`config.mk`:
```
export PLATFORM = sky130hd
export DESIGN_NAME = cond_gate_stage
export DESIGN_NICKNAME = d
export VERILOG_FILES = /design/src/rtl/cond_gate_pkg.sv /design/src/rtl/cg_cond_eval.sv /design/src/rtl/cg_index_former.sv /design/src/rtl/cg_pc_stepper.sv /design/src/rtl/cond_gate_stage.sv
export SDC_FILE = /design/constraint.sdc
export NUM_CORES = 1
export LEC_CHECK = 0
export ABC_AREA = 1
export BUFFER_PORTS_ARGS = -buffer_cell sky130_fd_sc_hd__buf_2
export CAP_MARGIN = 20
export CORE_UTILIZATION = 52
export CTS_CLUSTER_SIZE = 10
export DETAILED_ROUTE_END_ITERATION = 7
export PLACE_DENSITY_LB_ADDON = 0.3
export REMOVE_ABC_BUFFERS = 1
export SLEW_MARGIN = 20
export SYNTH_ARGS = -nofsm -noshare
export SYNTH_HDL_FRONTEND = slang
export SYNTH_SLANG_ARGS = --single-unit
export TNS_END_PERCENT = 100
```
`constraint.sdc`:
```
create_clock -name clk -period 2.3 [get_ports clk]
set_input_delay 0.115 -clock clk [delete_from_list [all_inputs] [get_ports clk]]
set_output_delay 0.115 -clock clk [all_outputs]
set_load 0.005 [all_outputs]
```
`src/rtl/cond_gate_pkg.sv`:
```
package cond_gate_pkg;

   // Field positions the decode table depends on
   localparam int COND_MSB   = 31;
   localparam int COND_LSB   = 28;
   localparam int WHI_MSB    = 27;
   localparam int WHI_LSB    = 20;
   localparam int WLO_MSB    = 7;
   localparam int WLO_LSB    = 4;
   localparam int NAR_MSB    = 15;
   localparam int NAR_LSB    = 6;
   localparam int WHI_W      = WHI_MSB - WHI_LSB + 1;
   localparam int WLO_W      = WLO_MSB - WLO_LSB + 1;
   localparam int NAR_W      = NAR_MSB - NAR_LSB + 1;
   localparam int IDX_W      = WHI_W + WLO_W;
   localparam int COND_W     = COND_MSB - COND_LSB + 1;
   localparam int NUM_CODES  = 1 << COND_W;

   typedef enum logic [COND_W-1:0] {
      CC_EQ = 4'h0, CC_NE = 4'h1, CC_CS = 4'h2, CC_CC = 4'h3,
      CC_MI = 4'h4, CC_PL = 4'h5, CC_VS = 4'h6, CC_VC = 4'h7,
      CC_HI = 4'h8, CC_LS = 4'h9, CC_GE = 4'hA, CC_LT = 4'hB,
      CC_GT = 4'hC, CC_LE = 4'hD, CC_AL = 4'hE, CC_XX = 4'hF
   } cond_code_e;

   typedef struct packed {
      logic n;
      logic z;
      logic c;
      logic v;
   } flags_t;

   function automatic logic cond_holds(input cond_code_e code, input flags_t f);
      logic r;
      case (code)
         CC_EQ:   r = f.z;
         CC_NE:   r = ~f.z;
         CC_CS:   r = f.c;
         CC_CC:   r = ~f.c;
         CC_MI:   r = f.n;
         CC_PL:   r = ~f.n;
         CC_VS:   r = f.v;
         CC_VC:   r = ~f.v;
         CC_HI:   r = f.c & ~f.z;
         CC_LS:   r = ~f.c | f.z;
         CC_GE:   r = (f.n == f.v);
         CC_LT:   r = (f.n != f.v);
         CC_GT:   r = ~f.z & (f.n == f.v);
         CC_LE:   r = f.z | (f.n != f.v);
         default: r = 1'b1;
      endcase
      return r;
   endfunction

endpackage

```
`src/rtl/cg_cond_eval.sv`:
```
module cg_cond_eval
   import cond_gate_pkg::*;
(
   input  logic [COND_W-1:0] cond_i,
   input  flags_t            flags_i,
   output logic              pass_o
);

   logic [NUM_CODES-1:0] pass_vec;

   // One evaluator per code; the code field then selects one result
   for (genvar i = 0; i < NUM_CODES; i++) begin : g_code
      assign pass_vec[i] = cond_holds(cond_code_e'(COND_W'(i)), flags_i);
   end

   assign pass_o = pass_vec[cond_i];

endmodule

```
`src/rtl/cg_index_former.sv`:
```
module cg_index_former
   import cond_gate_pkg::*;
(
   input  logic             compact_i,
   input  logic [WHI_W-1:0] wide_hi_i,
   input  logic [WLO_W-1:0] wide_lo_i,
   input  logic [NAR_W-1:0] narrow_i,
   output logic [IDX_W-1:0] index_o
);

   localparam int PAD_W = IDX_W - NAR_W;

   logic [IDX_W-1:0] wide_idx;
   logic [IDX_W-1:0] narrow_idx;

   assign wide_idx = {wide_hi_i, wide_lo_i};

   if (PAD_W > 0) begin : g_pad
      assign narrow_idx = {{PAD_W{1'b0}}, narrow_i};
   end else begin : g_nopad
      assign narrow_idx = narrow_i[IDX_W-1:0];
   end

   assign index_o = compact_i ? narrow_idx : wide_idx;

endmodule

```
`src/rtl/cg_pc_stepper.sv`:
```
module cg_pc_stepper #(
   parameter int PC_W         = 32,
   parameter int WIDE_BYTES   = 4,
   parameter int NARROW_BYTES = 2
) (
   input  logic            compact_i,
   input  logic [PC_W-1:0] pc_i,
   output logic [PC_W-1:0] fetch_o,
   output logic [PC_W-1:0] next_o
);

   localparam logic [PC_W-1:0] WIDE_STEP   = PC_W'(WIDE_BYTES);
   localparam logic [PC_W-1:0] NARROW_STEP = PC_W'(NARROW_BYTES);

   logic [PC_W-1:0] step;

   assign step    = compact_i ? NARROW_STEP : WIDE_STEP;
   assign fetch_o = pc_i - step;
   assign next_o  = pc_i + step;

endmodule

```
`src/rtl/cond_gate_stage.sv`:
```
module cond_gate_stage
   import cond_gate_pkg::*;
#(
   parameter int OPC_W           = 32,
   parameter int PC_W            = 32,
   parameter int CHARGE_W        = 3,
   parameter int PREFETCH_CHARGE = 1,
   parameter int WIDE_BYTES      = 4,
   parameter int NARROW_BYTES    = 2
) (
   input  logic                clk,
   input  logic                rst_n,
   input  logic                in_valid,
   input  logic                in_compact,
   input  logic [OPC_W-1:0]    in_opcode,
   input  logic [3:0]          in_flags,
   input  logic [PC_W-1:0]     in_pc,
   output logic                out_valid,
   output logic                out_exec,
   output logic [IDX_W-1:0]    out_index,
   output logic [CHARGE_W-1:0] out_charge,
   output logic [PC_W-1:0]     out_fetch_addr,
   output logic [PC_W-1:0]     out_next_pc
);

   localparam logic [CHARGE_W-1:0] SKIP_COST = CHARGE_W'(PREFETCH_CHARGE);

   // Elaboration-time parameter checks
   if (OPC_W != 32) begin : g_bad_opc
      $error("cond_gate_stage: OPC_W must be 32");
   end
   if (PREFETCH_CHARGE < 1 || PREFETCH_CHARGE >= (1 << CHARGE_W)) begin : g_bad_charge
      $error("cond_gate_stage: PREFETCH_CHARGE does not fit CHARGE_W");
   end
   if (NARROW_BYTES < 1 || WIDE_BYTES <= NARROW_BYTES) begin : g_bad_width
      $error("cond_gate_stage: instruction widths inconsistent");
   end
   if (PC_W < 8) begin : g_bad_pc
      $error("cond_gate_stage: PC_W too small");
   end

   logic                cond_pass;
   logic                exec_d;
   logic [IDX_W-1:0]    index_d;
   logic [CHARGE_W-1:0] charge_d;
   logic [PC_W-1:0]     fetch_d;
   logic [PC_W-1:0]     next_d;
   logic                unused_opc_bits;

   assign unused_opc_bits = ^{in_opcode[WHI_LSB-1:NAR_MSB+1], in_opcode[WLO_LSB-1:0]};

   cg_cond_eval u_cond (
      .cond_i  (in_opcode[COND_MSB:COND_LSB]),
      .flags_i (flags_t'(in_flags)),
      .pass_o  (cond_pass)
   );

   cg_index_former u_index (
      .compact_i (in_compact),
      .wide_hi_i (in_opcode[WHI_MSB:WHI_LSB]),
      .wide_lo_i (in_opcode[WLO_MSB:WLO_LSB]),
      .narrow_i  (in_opcode[NAR_MSB:NAR_LSB]),
      .index_o   (index_d)
   );

   cg_pc_stepper #(
      .PC_W         (PC_W),
      .WIDE_BYTES   (WIDE_BYTES),
      .NARROW_BYTES (NARROW_BYTES)
   ) u_pc (
      .compact_i (in_compact),
      .pc_i      (in_pc),
      .fetch_o   (fetch_d),
      .next_o    (next_d)
   );

   assign exec_d   = in_compact | cond_pass;
   assign charge_d = exec_d ? '0 : SKIP_COST;

   always_ff @(posedge clk) begin
      if (!rst_n) begin
         out_valid      <= 1'b0;
         out_exec       <= 1'b0;
         out_index      <= '0;
         out_charge     <= '0;
         out_fetch_addr <= '0;
         out_next_pc    <= '0;
      end else begin
         out_valid <= in_valid;
         if (in_valid) begin
            out_exec       <= exec_d;
            out_index      <= index_d;
            out_charge     <= charge_d;
            out_fetch_addr <= fetch_d;
            out_next_pc    <= next_d;
         end
      end
   end

endmodule

```
==> flow_summary.toml, run 1 <==
[status]
status = "finished, violations left"
violations = "DRC"

[global_routing]
grt_pass1_wl_um = 23500
grt_max_degree = 107
antenna_found_initial = 0
grtUsageTotal_pct = 30.6
grt_pass1_vias = 5009
grt-ovfl-total = 0

[setup_path]
cp-start-kind = "primary input"
reg2reg_to = "out_index[8]"
critPathRequiredTime_ns = 2.59
critPathKind = "primary input to flip-flop"
critPathMaxFanout = 6
rr_worst_depth = 2
end_kind = "flip-flop"
timing.reg2reg.setup_slack_ns = 1.59
arrival_ns = 1.93
crit_path_start = "in_compact"
worstReg2RegStart = "out_index[8]"
crit_end = "out_fetch_addr[13]"

[synthesis]
yosys_warnings = 0
synth_enable_flop_cells = 0
synth_commonest_cells = "nand2_1 (177), nor2_1 (124), inv_1 (95)"
synthFlopType = "dfxtp_1"
synthArstFlopShare_pct = 0
synth_top_area_cell = "dfxtp_1"
synth.avg_cell_area_um2 = 6.24
seq_area_frac_synth_pct = 32.2
yosys-top-cells-area = "dfxtp_1 (32%), nand2_1 (14%), nor2_1 (9.7%)"
netlist-cell-type-count = 37
synth_most_common_cell = "nand2_1"
ys_ff_latch = 77
synth_top_area_share_pct = 32.2
synth_area_um2 = 4790
syn_inst = 767

[route]
drc = 11
via_count = 5267
drtIter0Drc = 337
routed_wl_um = 14200
dr.pass1.iters = 7
antenna_left = 0
wl_per_cell_um = 14.0
via_per_inst = 5.22

[floorplanning]
core-area_um2 = 8810
die-area_um2 = 9590
start_util_pct = 54.4
ioPinCount = 153
rows = 34
die_w_um = 97.9
dieHeight_um = 97.9

[sta]
fmax_mhz = 610
skew_ns = 0
hold_viol = 0
slew_headroom_pct = 61.5
setup_slack_ns = 0.661
fin_crit_sh_pct = 71.3
slew_viol_final = 0
min_period_ns = 1.64
worstMarginPinSlew_ns = 0.577
rsz0062_at_grt = "no"
setup_viol = 0
setup-tns-final_ns = 0

[place]
routabilityCongestion = 0.905
place_hpwl_um = 10800
io_buffers = 142
post-place-ws_ns = 0.316

[clock_network]
root_buffer = "clkbuf_8"
cts_sinks = 77
post-cts-setup-buffer-count = 0
clkTransAtPathRegs_ns = 0.09
tritoncts = "built"
cts.path.max_buffers = 2
htreeDepth = 3
clock_latency_ns = 0.34
cts_buffers = 9

[worst_hold_path]
min_path_type = "primary input to flip-flop"

[finish]
antenna_cells = 0
drive_above_1_share_pct = 21.5
syn_to_final_growth_pct = 20.3
nets = 974

[power_and_ir_drop]
ir_worst_vdd_mv = 0.344
p_leak_nw = 3.10
power_density_nw_per_um2 = 529

[flow_run]
maxCapViolations = 0
==> metal layers <==
layer | track usage [%] | share of wire, %
met4 | 11.2 | 2.2
met2 | 49.6 | 46
met3 | 5.65 | 6.8
met5 | 0 | 0
met1 | 40.7 | 45
==> worst max-delay path, cell delays in order <==
cell	delay, ns
buf_2	0.16
ha_1	0.20
inv_1	0.07
fa_1	0.42
inv_1	0.07
nand2_1	0.06
nor2_1	0.16
nand3_1	0.16
nor2_2	0.17
nand3_1	0.10
nand3_1	0.09
o211ai_1	0.09
inv_1	0.07
==> logic make-up after synthesis <==
kind of cell    count (synthesis)  share of synthesized area [%]
buf+inv                       139                           11.7
simple gates                  423                           39.0
compound gates                 98                           10.9
fa+ha+maj                       6                           1.88
flops                          77                           32.2
xor+xnor                       23                           4.21
other cells                     1                         0.0783
==> state kept, by name, indices dropped and copies added, names as in the netlist <==
register        flops
out_valid           1
out_exec            1
out_index          12
out_next_pc        30
out_fetch_addr     32
out_charge          1
==> per-stage QoR <==
| step | util [%] | hold slack, ns | area (um2) | instances | total power, W |
|---|---|---|---|---|---|
| after floorplan | - | 0.204 | 4610 | 730 | 0.00180 |
| after global placement | 62.7 | 0.336 | 5520 | 987 | 0.00210 |
| after detailed placement | 62.7 | 0.348 | 5520 | 987 | 0.00212 |
| after CTS | 65.3 | 0.00255 | 5750 | 1008 | 0.00306 |
| after global routing | 65.4 | 0.00427 | 5760 | 1009 | 0.00322 |
| final | 65.4 | 0.0100 | 5760 | 1009 | 0.00305 |
==> what timing repair did <==
action                                 CTS  global route
endpoints found under the hold margin    5             1
gates resized for setup                  0             0
hold buffers                             5             1
==> placed cells by master, fill, tap and decap left out, types with 4 or more instances in the layout <==
| master | Yosys | routed |
|---|---|---|
| buf_4 | 5 | 6 |
| o211ai_1 | 10 | 10 |
| inv_1 | 95 | 95 |
| o21ai_1 | 6 | 6 |
| nor3_1 | 10 | 10 |
| dfxtp_1 | 77 | 77 |
| clkbuf_8 | 0 | 10 |
| nor2_1 | 124 | 124 |
| xor2_1 | 21 | 21 |
| ha_1 | 4 | 4 |
| nand3_1 | 70 | 70 |
| inv_2 | 5 | 5 |
| nor3_2 | 7 | 7 |
| nand4_1 | 12 | 12 |
| a21oi_1 | 33 | 33 |
| dlygate4sd3_1 | 0 | 6 |
| buf_2 | 9 | 142 |
| nand2_1 | 177 | 177 |
| nor2_2 | 9 | 9 |
| o21ai_0 | 45 | 45 |
==> power by group <==
group | total (W) | internal (W) | switching (W)
clock network | 0.000948 | 0.000424 | 0.000523
registers | 0.00147 | 0.00143 | 0.0000433
logic | 0.000628 | 0.000245 | 0.000384
total | 0.00305 | 0.00210 | 0.000950
==> worst min-delay path by stage <==
stage | start | endpoint | slack [ns] | cells past startpoint
after CTS | in_opcode[20] | out_index[4] | 0.003 | 3
final | in_opcode[20] | out_index[4] | 0.01 | 3
after detailed placement | in_pc[0] | out_fetch_addr[0] | 0.35 | 3
after floorplan | in_valid | out_fetch_addr[1] | 0.20 | 1
after global routing | in_opcode[22] | out_index[6] | 0.004 | 3
after global placement | in_pc[0] | out_fetch_addr[0] | 0.34 | 3
==> final cells by class <==
type	count	area, um2
fill	842	3050
multi-input combinational	552	2690
sequential	77	1540
timing repair buffer	155	836
inverter	101	379
clock buffer	11	141
tap	108	135
clock inverter	5	35.0
No activity file was read; power rests on OpenSTA's default activity.
==> run 2, diff against run 1 <==
--- a/config.mk
+++ b/config.mk
@@ -8,7 +8,7 @@
 export ABC_AREA = 1
 export BUFFER_PORTS_ARGS = -buffer_cell sky130_fd_sc_hd__buf_2
 export CAP_MARGIN = 20
-export CORE_UTILIZATION = 52
+export CORE_UTILIZATION = 47
 export CTS_CLUSTER_SIZE = 10
 export DETAILED_ROUTE_END_ITERATION = 7
 export PLACE_DENSITY_LB_ADDON = 0.3
==> constraint.sdc (replaced) <==
create_clock -name clk -period 1.3 [get_ports clk]
set_input_delay 0.065 -clock clk [delete_from_list [all_inputs] [get_ports clk]]
set_output_delay 0.065 -clock clk [all_outputs]
set_load 0.005 [all_outputs]
==> run 2 against run 1 <==
  * The run ends with setup timing left
  * Count of clock-buffer cells in the layout decreased by 1
  * Clock skew did not move
  * Core utilization grew 5.6 points
  * Combinational power is 130% higher
  * Final cell count up 13%
  * Global-route usage shrank 0.52 points
  * Non-clock buffer count grew 111
  * Hold slack worse by 0.0058 ns
  * Largest cell class unchanged
  * Largest power group unchanged
==> flow_summary.toml, run 2 (synthesized netlist as in run 1, its figures left out) <==
[finish]
finalInstanceArea_um2 = 6970
final_common_cell = "nand2_1"
fin_util_pct = 71.0
syn_to_final_growth_pct = 45.6
nets = 1085
largestRegisters = "out_fetch_addr x32, out_next_pc x30, out_index x12"
antenna_cells = 0
top_register = "out_fetch_addr"
most-common-layout-cells = "nand2_1 (169), buf_2 (140), nor2_1 (119), buf_4 (94), inv_1 (88)"
drive_above_1_share_pct = 32.1
largest_reg_flops = 32

[worst_hold_path]
min_path_type = "primary input to flip-flop"

[clock_network]
clkTransAtPathRegs_ns = 0.09
cts_buffers = 9
root_buffer = "clkbuf_8"
cts.path.max_buffers = 2
htreeDepth = 3
clock_latency_ns = 0.35
cts_sinks = 77
tritoncts = "built"

[place]
post-place-ws_ns = -0.524
routabilityCongestion = 0.941
io_buffers = 142
place_hpwl_um = 11000
placed_cell_area_um2 = 6190

[setup_path]
worstReg2RegStart = "out_index[2]"
arrival_ns = 1.57
critPathKind = "primary input to flip-flop"
critPathMaxFanout = 6
crit_end = "out_next_pc[7]"
timing.reg2reg.setup_slack_ns = 0.07
critPathRequiredTime_ns = 1.57
crit_path_start = "in_compact"
cp-start-kind = "primary input"
reg2reg_to = "out_index[2]"
rr_worst_depth = 3
end_kind = "flip-flop"

[status]
violations = "setup timing"
status = "finished, violations left"

[sta]
setup_viol = 1
min_period_ns = 1.30
hold_viol = 0
setup-tns-final_ns = -0.000227
slew_viol_final = 0
setup_slack_ns = -0.000227
skew_ns = 0
fmax_mhz = 769
fin_crit_sh_pct = 100
rsz0062_at_grt = "yes"

[global_routing]
globalRouteMet2Util_pct = 50.0
antenna_found_initial = 0
grt_pass1_wl_um = 24800
grt_pass1_vias = 5318
grt-ovfl-total = 0
use_met3_pct = 5.29
met1_usage_pct = 37.9
grt_max_degree = 55
grtUsageTotal_pct = 30.1
top_usage_layer = "met2"

[floorplanning]
ioPinCount = 153
core-area_um2 = 9820
rows = 36
dieHeight_um = 103
die_w_um = 103
die-area_um2 = 10600
start_util_pct = 48.8

[route]
via_count = 5789
routed_wl_um = 15900
wl_per_cell_um = 13.9
drc = 0
dr.pass1.iters = 5
via_per_inst = 5.06
drtIter0Drc = 308
antenna_left = 0

[flow_run]
maxCapViolations = 0

[power_and_ir_drop]
power_density_nw_per_um2 = 860
ir_worst_vdd_mv = 0.474
power_w = 0.00599
p_leak_nw = 3.70
[run 2: changes by cell type in the layout (fill, tap and decap cells not counted), sizes merged]
cell         before  now
buf             149  243
clkbuf           11   10
clkinvlp          1    4
dlygate4sd3       6   23
clkinv            4    1
bufinv            0    1
[run 2: worst max-delay path, stage by stage]
cell        delay (ns)
buf_12            0.10
clkinvlp_4        0.12
buf_6             0.14
fa_2              0.41
nand3_4           0.14
nor2_4            0.08
buf_4             0.14
xor2_1            0.16
o21ai_1           0.15
inv_1             0.05
[run 2: per-stage QoR]
| step | std cells | hold slack, ns |
|---|---|---|
| global route | 1145 | -0.000629 |
| CTS | 1136 | 0.00398 |
| detailed placement | 1094 | 0.294 |
| global placement | 1094 | 0.288 |
| finish | 1145 | 0.00420 |
| floorplan | 730 | 0.154 |
[run 2: how the worst min path moves through the flow]
| stage | start | end | slack [ns] | depth (start not counted) |
|---|---|---|---|---|
| final | in_compact | out_fetch_addr[1] | 0.004 | 3 |
| after global routing | in_compact | out_fetch_addr[1] | -0.0006 | 3 |
| after CTS | in_pc[29] | out_fetch_addr[29] | 0.004 | 3 |
| after detailed placement | in_pc[0] | out_fetch_addr[0] | 0.29 | 3 |
| after global placement | in_pc[0] | out_fetch_addr[0] | 0.29 | 3 |
| after floorplan | in_valid | out_fetch_addr[1] | 0.15 | 1 |
[run 2: final cells by class]
class                      instances  area, um2
inverter                         101        388
clock buffer                      10        138
sequential                        77       1540
clock inverter                     6       70.1
multi-input combinational        552       2890
tap                              133        166
fill                             826       2850
timing repair buffer             266       1780
[run 2: what timing repair did]
| action | CTS | global route |
|---|---|---|
| buffers inserted | 2 | 10 |
| hold buffers | 24 | 0 |
| pin swaps | 12 | 33 |
| endpoints found under the hold margin | 14 | 0 |
| gates resized for setup | 25 | 44 |
| setup endpoints to repair | 22 | 48 |
[run 2: where the power goes]
| group | switching, W | total (W) | leakage (nW) | internal, W |
|---|---|---|---|---|
| Combinational | 0.000788 | 0.00145 | 2.97 | 0.000663 |
| Clock | 0.000984 | 0.00194 | 0.0955 | 0.000953 |
| Sequential | 0.0000784 | 0.00260 | 0.640 | 0.00253 |
[run 2: layer usage]
metal  up-vias  part of all wire [%]
li1       2896                     -
met5         -                     0
met2       228                    47
met1      2617                    43
met3        48                   6.9
met4         0                   3.3
